### src/rtl/tmu_pkg.sv
package tmu_pkg;
  typedef enum logic {ST_IDLE, ST_LOOK} tmu_state_e;
endpackage

### src/rtl/tmu_set_hash.sv
module tmu_set_hash #(
  parameter int ADDR_W = 8,
  parameter int TAG_W  = 4,
  parameter int SET_W  = 2
) (
  input  logic [ADDR_W-1:0] dest_i,
  input  logic [TAG_W-1:0]  tag_i,
  output logic [SET_W-1:0]  set_o
);
  assign set_o = dest_i[SET_W-1:0] ^ tag_i[SET_W-1:0];
endmodule

### src/rtl/tmu_way_pick.sv
module tmu_way_pick #(
  parameter int WAYS  = 16,
  parameter int KEY_W = 12,
  parameter int WAY_W = $clog2(WAYS)
) (
  input  logic [WAYS-1:0]            vld_i,
  input  logic [WAYS-1:0][KEY_W-1:0] key_i,
  input  logic [WAYS-1:0]            port_i,
  input  logic [KEY_W-1:0]           probe_key_i,
  input  logic                       probe_port_i,
  output logic                       hit_o,
  output logic [WAY_W-1:0]           hit_way_o,
  output logic                       free_o,
  output logic [WAY_W-1:0]           free_way_o
);
  logic [WAYS-1:0] match;

  for (genvar g = 0; g < WAYS; g++) begin : g_cmp
    assign match[g] = vld_i[g] && (key_i[g] == probe_key_i) && (port_i[g] != probe_port_i);
  end

  // lowest index wins: scan downward, last assignment sticks
  always_comb begin
    hit_o      = 1'b0;
    hit_way_o  = '0;
    free_o     = 1'b0;
    free_way_o = '0;
    for (int i = WAYS - 1; i >= 0; i--) begin
      if (match[i]) begin
        hit_o     = 1'b1;
        hit_way_o = WAY_W'(i);
      end
      if (!vld_i[i]) begin
        free_o     = 1'b1;
        free_way_o = WAY_W'(i);
      end
    end
  end
endmodule

### src/rtl/tmu_store.sv
module tmu_store #(
  parameter int SETS   = 4,
  parameter int WAYS   = 16,
  parameter int KEY_W  = 12,
  parameter int DATA_W = 16,
  parameter int SET_W  = $clog2(SETS),
  parameter int WAY_W  = $clog2(WAYS)
) (
  input  logic                        clk_i,
  input  logic                        rst_ni,
  input  logic [SET_W-1:0]            set_i,
  output logic [WAYS-1:0]             vld_o,
  output logic [WAYS-1:0][KEY_W-1:0]  key_o,
  output logic [WAYS-1:0]             port_o,
  output logic [WAYS-1:0][DATA_W-1:0] data_o,
  input  logic                        wr_en_i,
  input  logic [WAY_W-1:0]            wr_way_i,
  input  logic [KEY_W-1:0]            wr_key_i,
  input  logic                        wr_port_i,
  input  logic [DATA_W-1:0]           wr_data_i,
  input  logic                        clr_en_i,
  input  logic [WAY_W-1:0]            clr_way_i
);
  logic [SETS-1:0][WAYS-1:0]  vld_q;
  logic [WAYS-1:0][KEY_W-1:0]  key_q  [SETS];
  logic [WAYS-1:0]             port_q [SETS];
  logic [WAYS-1:0][DATA_W-1:0] data_q [SETS];

  assign vld_o  = vld_q[set_i];
  assign key_o  = key_q[set_i];
  assign port_o = port_q[set_i];
  assign data_o = data_q[set_i];

  always_ff @(posedge clk_i or negedge rst_ni) begin
    if (!rst_ni) begin
      vld_q <= '0;
    end else begin
      if (wr_en_i)  vld_q[set_i][wr_way_i]  <= 1'b1;
      if (clr_en_i) vld_q[set_i][clr_way_i] <= 1'b0;
    end
  end

  always_ff @(posedge clk_i) begin
    if (wr_en_i) begin
      key_q[set_i][wr_way_i]  <= wr_key_i;
      port_q[set_i][wr_way_i] <= wr_port_i;
      data_q[set_i][wr_way_i] <= wr_data_i;
    end
  end

  p_wr_free_r3: assert property (@(posedge clk_i) disable iff (!rst_ni)
    wr_en_i |-> !vld_q[set_i][wr_way_i]);
  p_clr_live_r4: assert property (@(posedge clk_i) disable iff (!rst_ni)
    clr_en_i |-> vld_q[set_i][clr_way_i]);
  p_clr_gone_r4: assert property (@(posedge clk_i) disable iff (!rst_ni)
    clr_en_i |=> !vld_q[$past(set_i)][$past(clr_way_i)]);
  p_wr_clr_excl_r4: assert property (@(posedge clk_i) disable iff (!rst_ni)
    !(wr_en_i && clr_en_i));
endmodule

### src/rtl/token_match_unit.sv
module token_match_unit #(
  parameter int ADDR_W = 8,
  parameter int TAG_W  = 4,
  parameter int DATA_W = 16,
  parameter int SET_W  = 2,
  parameter int WAYS   = 16
) (
  input  logic              clk_i,
  input  logic              rst_ni,
  input  logic              in_valid_i,
  output logic              in_ready_o,
  input  logic [ADDR_W-1:0] in_dest_i,
  input  logic [TAG_W-1:0]  in_tag_i,
  input  logic              in_port_i,
  input  logic              in_dual_i,
  input  logic [DATA_W-1:0] in_data_i,
  output logic              fetch_valid_o,
  input  logic              fetch_ready_i,
  output logic [ADDR_W-1:0] fetch_dest_o,
  output logic [TAG_W-1:0]  fetch_tag_o,
  output logic              fetch_pair_o,
  output logic [DATA_W-1:0] fetch_op0_o,
  output logic [DATA_W-1:0] fetch_op1_o,
  output logic              ovf_valid_o,
  input  logic              ovf_ready_i,
  output logic [ADDR_W-1:0] ovf_dest_o,
  output logic [TAG_W-1:0]  ovf_tag_o,
  output logic              ovf_port_o,
  output logic [DATA_W-1:0] ovf_data_o
);
  import tmu_pkg::*;

  localparam int SETS  = 1 << SET_W;
  localparam int KEY_W = ADDR_W + TAG_W;
  localparam int WAY_W = $clog2(WAYS);

  tmu_state_e        state_q;
  logic [ADDR_W-1:0] tok_dest_q;
  logic [TAG_W-1:0]  tok_tag_q;
  logic              tok_port_q;
  logic [DATA_W-1:0] tok_data_q;

  logic [SET_W-1:0]            set_idx;
  logic [WAYS-1:0]             rd_vld;
  logic [WAYS-1:0][KEY_W-1:0]  rd_key;
  logic [WAYS-1:0]             rd_port;
  logic [WAYS-1:0][DATA_W-1:0] rd_data;
  logic                        hit, free;
  logic [WAY_W-1:0]            hit_way, free_way;
  logic                        accept, looking, wr_en, clr_en;
  logic [DATA_W-1:0]           partner;

  tmu_set_hash #(.ADDR_W(ADDR_W), .TAG_W(TAG_W), .SET_W(SET_W)) u_hash (
    .dest_i(tok_dest_q), .tag_i(tok_tag_q), .set_o(set_idx)
  );

  tmu_store #(.SETS(SETS), .WAYS(WAYS), .KEY_W(KEY_W), .DATA_W(DATA_W)) u_store (
    .clk_i, .rst_ni,
    .set_i(set_idx), .vld_o(rd_vld), .key_o(rd_key), .port_o(rd_port), .data_o(rd_data),
    .wr_en_i(wr_en), .wr_way_i(free_way), .wr_key_i({tok_dest_q, tok_tag_q}),
    .wr_port_i(tok_port_q), .wr_data_i(tok_data_q),
    .clr_en_i(clr_en), .clr_way_i(hit_way)
  );

  tmu_way_pick #(.WAYS(WAYS), .KEY_W(KEY_W)) u_pick (
    .vld_i(rd_vld), .key_i(rd_key), .port_i(rd_port),
    .probe_key_i({tok_dest_q, tok_tag_q}), .probe_port_i(tok_port_q),
    .hit_o(hit), .hit_way_o(hit_way), .free_o(free), .free_way_o(free_way)
  );

  assign in_ready_o = (state_q == ST_IDLE) && (!fetch_valid_o || fetch_ready_i)
                                           && (!ovf_valid_o || ovf_ready_i);
  assign accept  = in_valid_i && in_ready_o;
  assign looking = (state_q == ST_LOOK);
  assign clr_en  = looking && hit;
  assign wr_en   = looking && !hit && free;
  assign partner = rd_data[hit_way];

  always_ff @(posedge clk_i or negedge rst_ni) begin
    if (!rst_ni) begin
      state_q       <= ST_IDLE;
      tok_dest_q    <= '0;
      tok_tag_q     <= '0;
      tok_port_q    <= 1'b0;
      tok_data_q    <= '0;
      fetch_valid_o <= 1'b0;
      fetch_dest_o  <= '0;
      fetch_tag_o   <= '0;
      fetch_pair_o  <= 1'b0;
      fetch_op0_o   <= '0;
      fetch_op1_o   <= '0;
      ovf_valid_o   <= 1'b0;
      ovf_dest_o    <= '0;
      ovf_tag_o     <= '0;
      ovf_port_o    <= 1'b0;
      ovf_data_o    <= '0;
    end else begin
      if (fetch_valid_o && fetch_ready_i) fetch_valid_o <= 1'b0;
      if (ovf_valid_o && ovf_ready_i)     ovf_valid_o   <= 1'b0;
      unique case (state_q)
        ST_IDLE: if (accept) begin
          if (!in_dual_i) begin
            fetch_valid_o <= 1'b1;
            fetch_dest_o  <= in_dest_i;
            fetch_tag_o   <= in_tag_i;
            fetch_pair_o  <= 1'b0;
            fetch_op0_o   <= in_data_i;
            fetch_op1_o   <= '0;
          end else begin
            tok_dest_q <= in_dest_i;
            tok_tag_q  <= in_tag_i;
            tok_port_q <= in_port_i;
            tok_data_q <= in_data_i;
            state_q    <= ST_LOOK;
          end
        end
        ST_LOOK: begin
          state_q <= ST_IDLE;
          if (hit) begin
            fetch_valid_o <= 1'b1;
            fetch_dest_o  <= tok_dest_q;
            fetch_tag_o   <= tok_tag_q;
            fetch_pair_o  <= 1'b1;
            fetch_op0_o   <= tok_port_q ? partner : tok_data_q;
            fetch_op1_o   <= tok_port_q ? tok_data_q : partner;
          end else if (!free) begin
            ovf_valid_o <= 1'b1;
            ovf_dest_o  <= tok_dest_q;
            ovf_tag_o   <= tok_tag_q;
            ovf_port_o  <= tok_port_q;
            ovf_data_o  <= tok_data_q;
          end
        end
        default: state_q <= ST_IDLE;
      endcase
    end
  end

  p_bypass_r2: assert property (@(posedge clk_i) disable iff (!rst_ni)
    accept && !in_dual_i |=> fetch_valid_o && !fetch_pair_o && fetch_op0_o == $past(in_data_i));
  p_fetch_hold_r7: assert property (@(posedge clk_i) disable iff (!rst_ni)
    fetch_valid_o && !fetch_ready_i |=> fetch_valid_o
      && $stable({fetch_dest_o, fetch_tag_o, fetch_pair_o, fetch_op0_o, fetch_op1_o}));
  p_ovf_hold_r7: assert property (@(posedge clk_i) disable iff (!rst_ni)
    ovf_valid_o && !ovf_ready_i |=> ovf_valid_o
      && $stable({ovf_dest_o, ovf_tag_o, ovf_port_o, ovf_data_o}));
  p_no_overflow_r6: assert property (@(posedge clk_i) disable iff (!rst_ni)
    $rose(ovf_valid_o) |-> $past($countones(rd_vld)) == WAYS);
  p_out_excl_r4: assert property (@(posedge clk_i) disable iff (!rst_ni)
    !(fetch_valid_o && ovf_valid_o));
endmodule

### config.mk
export PLATFORM = sky130hd
export DESIGN_NAME = token_match_unit
export DESIGN_NICKNAME = d
export VERILOG_FILES = /design/src/rtl/tmu_pkg.sv /design/src/rtl/tmu_set_hash.sv /design/src/rtl/tmu_way_pick.sv /design/src/rtl/tmu_store.sv /design/src/rtl/token_match_unit.sv
export SDC_FILE = /design/constraint.sdc
export NUM_CORES = 2
export LEC_CHECK = 0
export BUFFER_PORTS_ARGS = -buffer_cell sky130_fd_sc_hd__buf_2
export CAP_MARGIN = 20
export CORE_MARGIN = 2
export CORE_UTILIZATION = 35
export DETAILED_ROUTE_END_ITERATION = 7
export PLACE_DENSITY = 0.51
export SKIP_CTS_REPAIR_TIMING = 1
export SYNTH_ARGS = -nofsm -noshare
export SYNTH_HDL_FRONTEND = slang
export SYNTH_HIERARCHICAL = 1
export SYNTH_SLANG_ARGS = --single-unit
export TNS_END_PERCENT = 1
### constraint.sdc
create_clock -name clk_i -period 13.45 [get_ports clk_i]
set_input_delay 2.0175 -clock clk_i [delete_from_list [all_inputs] [get_ports clk_i]]
set_output_delay 2.0175 -clock clk_i [all_outputs]
set_load 0.01 [all_outputs]
## Word level (Yosys, flattened, before mapping)

Memories as Yosys holds them, arrays and structs flattened.
Index checks and enable logic that the tools add are counted.

- Magnitude comparators: 6
- Equal/unequal tests: 35
- Muxes and demuxes: 120
- Bitwise gates (word level): 7
- Reductions and logical operators: 51

Operators by type and width:

| kind | number |
|---|---|
| $mux W256 | 1 |
| $mux W16 | 14 |
| $eq A12 B12 Y1 | 16 |
| $mux W192 | 1 |
| $mux W4 | 35 |
| $mux W64 | 2 |
| $and A64 B64 Y64 | 1 |
| $bmux W16 S4 | 1 |
| $demux W16 S2 | 2 |
| $demux W16 S4 | 1 |
| $not A64 Y64 | 1 |
| $or A64 B64 Y64 | 1 |
| $pmux W16 S2 | 2 |
| $demux W12 S4 | 1 |
| $mux W1 | 48 |
| $logic_and A1 B1 Y1 | 43 |
| $bmux W16 S2 | 1 |
| $mux W8 | 3 |
| $ne A1 B1 Y1 | 16 |
| $pmux W8 S2 | 1 |
| $mux W12 | 1 |
| $lt A4 B5 Y1 const B | 2 |
| $reduce_and A3 Y1 | 3 |
| $demux W1 S4 | 2 |
| 11 further kinds | 20 |

- Register bits after elaboration: 170
- Memory bits (writable): 1856
- Output and inout port bits: 77
- Logic and storage cells: 242
- Memories kept: 3

Memory list:

| name | words | width | read ports | clocked after Yosys merged registers in | wr ports | line | text |
|---|---|---|---|---|---|---|---|
| u_store.data_q | 4 | 256 | 1 | 0 | 1 | tmu_store.sv:27 | `logic [WAYS-1:0][DATA_W-1:0] data_q [SETS];` |
| u_store.key_q | 4 | 192 | 1 | 0 | 1 | tmu_store.sv:25 | `logic [WAYS-1:0][KEY_W-1:0] key_q [SETS];` |
| u_store.port_q | 4 | 16 | 1 | 0 | 1 | tmu_store.sv:26 | `logic [WAYS-1:0] port_q [SETS];` |

## Logic depth before layout (Yosys ltp)

- Depth in word-level cells: 30
- Gate-level depth with buffers: 21

## Modules after synthesis

Netlist, hierarchy kept.

By module, submodules not included:

| module | times used | cells each | area an instance (µm²) | seq. area each (µm²) |
|---|---|---|---|---|
| tmu_store | 1 | 2703 | 69989.6 | 57335.0 |
| token_match_unit | 1 | 491 | 6454.9 | 2652.5 |
| tmu_way_pick | 1 | 374 | 2917.8 | 0.0 |
| tmu_set_hash | 1 | 2 | 17.5 | 0.0 |

## Least setup slack after synthesis

OpenSTA, ideal clock, no wires.

- Kind: register -> register
- Start point: register tok_tag_q[0]
- End point: memory u_store/data_q[1][100] in the netlist's numbering, enable pin
- Library setup time: 0.417 ns
- Data arrival time: 5.883 ns
- Data required time: 13.033 ns
- Path slack: 7.151 ns
- Cell stages (with the launch flop): 19
- Path buffers: 5
- Cell sequence: dfrtp_1 -> xor2_1 -> buf_2 -> buf_2 -> buf_2 -> mux4_2 -> xor2_1 -> nor4_1 -> nand3_1 -> nor3_1 -> or2_1 -> nor3_1 -> nand2_1 -> or2_1 -> nor3b_1 -> or3b_1 -> buf_2 -> buf_2 -> nor2_1

RTL lines:

| item | line | text |
|---|---|---|
| from (decl) | token_match_unit.sv:39 | `logic [TAG_W-1:0] tok_tag_q;` |
| from (signal assigned) | token_match_unit.sv:111 | `tok_tag_q <= in_tag_i;` |
| to (decl) | tmu_store.sv:27 |  |

==> impl_metrics.ini <==
[placed_design]
detailed_place_hpwl_um = 126000
finalWeightedCongestion = 0.789
portBuffers = 111
place_ws_ps = 5380

[logic_synthesis]
synth_edf_count = 1856
yosysSeqAreaShare_pct = 75.6
synth_nets = 3605
yosys_warnings = 6
synth_area_leader_cell = edfxtp_1
async_reset_ff_share_pct = 8.39
syn_area_mm2 = 0.0794
avgSynthCellArea_um2 = 22.2
ys.flop_type = edfxtp_1
netlist.area_leader.share_pct = 70.2
netlist_instances = 3570
ys_types = 64
ys_ff_latch = 2026
synth_area_leaders = edfxtp_1 (70%), mux4_2 (15%), dfrtp_1 (5.4%)

[floorplan]
start_util_pct = 35.3
ios = 112
dieArea_mm2 = 0.231
core_mm2 = 0.225
fp.dieW_um = 480
rows = 174
die_y_um = 480

[status]
status = completed

[clock_network]
cts_buffers = 209
clk_latency_ps = 870
clk_pin_slew_ps = 60
cts.htree.levels = 4
cts_root_buf = clkbuf_16
tritoncts = built
clock-sinks = 2026
clk_path_buf_depth = 3

[route]
drt-initial-drc-count = 3765
routedWlPerCell_um = 30.8
top_layer_used = met4
ant_nets = 0
finalWirelength_um = 216000
drc_errors = 0
vias_per_cell = 5.42
drtPass1Iterations = 6
wl_met1_um = 93200
met3_length_um = 11000
met2_length_um = 107000
dr_total_vias = 38021

[pwr]
pwr_density_cell_mw_per_mm2 = 188
p_leak_nw = 28.8
fin_total_pwr_mw = 17.1
vdd_drop_max_mv = 0.159

[setup_path]
cp-end-kind = register
reg2reg_depth = 17
cp-startpoint = tok_tag_q[1]$_DFFE_PN0P_
rr_startpoint = tok_tag_q[1]$_DFFE_PN0P_
crit_required_ps = 14190
timing.critical_path.to = fetch_op0_o[9]$_DFFE_PN0P_
start_kind = register
r2r-end = fetch_op0_o[9]$_DFFE_PN0P_
worst-setup-path-type = register to register
ff2ff_setup_slack_ps = 5420
crit_fanout = 56
cp_data_arrival_time_ps = 8770

[grt]
grt_usage_pct = 18.7
grt_pass1_wl_um = 306000
grt_max_degree = 114
grt_pass1_vias = 38703
antenna_found_initial = 8
grt_overflow = 0

[finish]
layout.nets = 3869
finish.utilization_pct = 40.5
areaGrowthSynthToFinish_pct = 14.8
drive_above_1_share_pct = 30.2

[sta]
period_needed_ps = 8030
fin_setup_tns_ps = 0
fin_crit_sh_pct = 59.7
tightest_slew_ps = 1200
hold_violations = 0
setup_viol = 0
rsz0062_at_grt = no
fin_worst_skew_ps = 73.2
max-slew-margin-rel_pct = 19.1
max_freq_mhz = 125
drv_slew = 0
setup_slack_ps = 5420

[hold_path]
holdCritPathClass = register to register

[job]
maxCapViolations = 0
## worst min-delay path by stage
| stage | start | cells after the start | end | slack [ps] |
|---|---|---|---|---|
| finish | ovf_tag_o[2]$_DFFE_PN0P_ | 1 | ovf_tag_o[2]$_DFFE_PN0P_ | 480 |
| floorplan | u_store/vld_q[35]$_DFF_PN0_ | 1 | u_store/vld_q[35]$_DFF_PN0_ | 450 |
| global placement | ovf_data_o[11]$_DFFE_PN0P_ | 1 | ovf_data_o[11]$_DFFE_PN0P_ | 460 |
| detailed placement | ovf_data_o[12]$_DFFE_PN0P_ | 1 | ovf_data_o[12]$_DFFE_PN0P_ | 470 |
| CTS | ovf_data_o[12]$_DFFE_PN0P_ | 1 | ovf_data_o[12]$_DFFE_PN0P_ | 480 |
| global route | ovf_data_o[11]$_DFFE_PN0P_ | 1 | ovf_data_o[11]$_DFFE_PN0P_ | 490 |
## cell type report
type | instances | area (µm²)
multi-input combinational | 1343 | 18800
fill | 19804 | 134000
tap | 2992 | 3740
timing repair buffer | 249 | 1870
clock buffer | 283 | 5690
clock inverter | 109 | 957
sequential | 2026 | 60100
inverter | 5 | 18.8
antenna | 7 | 17.5
## critical path: stages, from the launching register on
cell and delay (ps):
dfrtp_4 840, xor2_4 250, buf_4 740, buf_4 600, mux4_2 400, xor2_1 160
nor4_1 640, nand3_1 180, nor3_1 790, or2_1 220, nor3_1 90, o21ai_0 130
and2_4 450, buf_4 700, mux4_2 420, a22oi_1 610, nand3_1 130, a22o_1 230
## routing by layer
metal	track usage (%)	up-vias
met5	0	-
met4	5.18	0
met3	2.92	245
met2	30.9	1099
met1	25.8	21131
li1	-	15546
## cells in the mapped netlist, types with 23 or more instances
cell type and count:
nand2_1 44, a22oi_1 29, dfrtp_1 170, nor2_1 84, buf_6 23, a2bb2oi_1 39
buf_2 116, xnor2_1 147, xor2_1 61, nand3_1 31, nand4_1 43, edfxtp_1 1856
mux4_2 544, clkbuf_1 38, mux2_1 58
## kinds of logic (layout without fill, tap and decap cells)
family,Yosys count,after routing,synth area share (%)
AO/OA/AOI/OAI,210,210,2.16
buffers and inverters,201,646,1.41
flip-flops,2026,2026,75.6
AND/OR/NAND/NOR,309,309,2.11
multiplexers,614,614,16.4
other,0,7,0
XOR/XNOR,210,210,2.34
## report_power, final
group          leakage (nW)  switching (mW)  total [mW]  internal [mW]
Sequential             18.9           0.296        7.66           7.36
Combinational          6.61            2.20        3.85           1.65
Clock                  3.26            2.43        5.63           3.20
Total                  28.8            4.93        17.1           12.2
## per-stage QoR
| step | cells | hold WS [ps] | cell area, µm² |
|---|---|---|---|
| 4_1_cts | 6998 | 484 | 91000 |
| 2_1_floorplan | 3570 | 455 | 79400 |
| 6_report | 7014 | 480 | 91200 |
| 5_1_grt | 7008 | 494 | 91100 |
| 3_5_place_dp | 6606 | 470 | 84300 |
| 3_3_place_gp | 6599 | 463 | 84200 |
## flip-flops by register name, indices dropped and copies added (netlist names), 4 cells and up
name and flops:
u_store/vld_q 64, fetch_dest_o 8, fetch_op0_o 16, tok_data_q 16, fetch_op1_o 16, ovf_data_o 16
tok_tag_q 4, u_store/key_q 768, ovf_tag_o 4, tok_dest_q 8, u_store/port_q 64, u_store/data_q 1024
ovf_dest_o 8, fetch_tag_o 4
## cells in the final DEF, fill, tap and decap left out, drive strengths merged, types with 16 or more instances in the layout
cell type,n
nand3,31
clkbuf,284
nor4,19
clkinv,87
nor3,22
dfrtp,170
nand4,43
a21o,16
mux4,544
xnor2,148
a21boi,19
a32oi,16
o2bb2ai,16
nand2,45
xor2,62
mux2,58
a2bb2oi,44
o22a,20
a22o,16
a22oi,32
edfxtp,1856
buf,248
o21ai,18
nor2,96
Power figures use the tool's default switching activity.
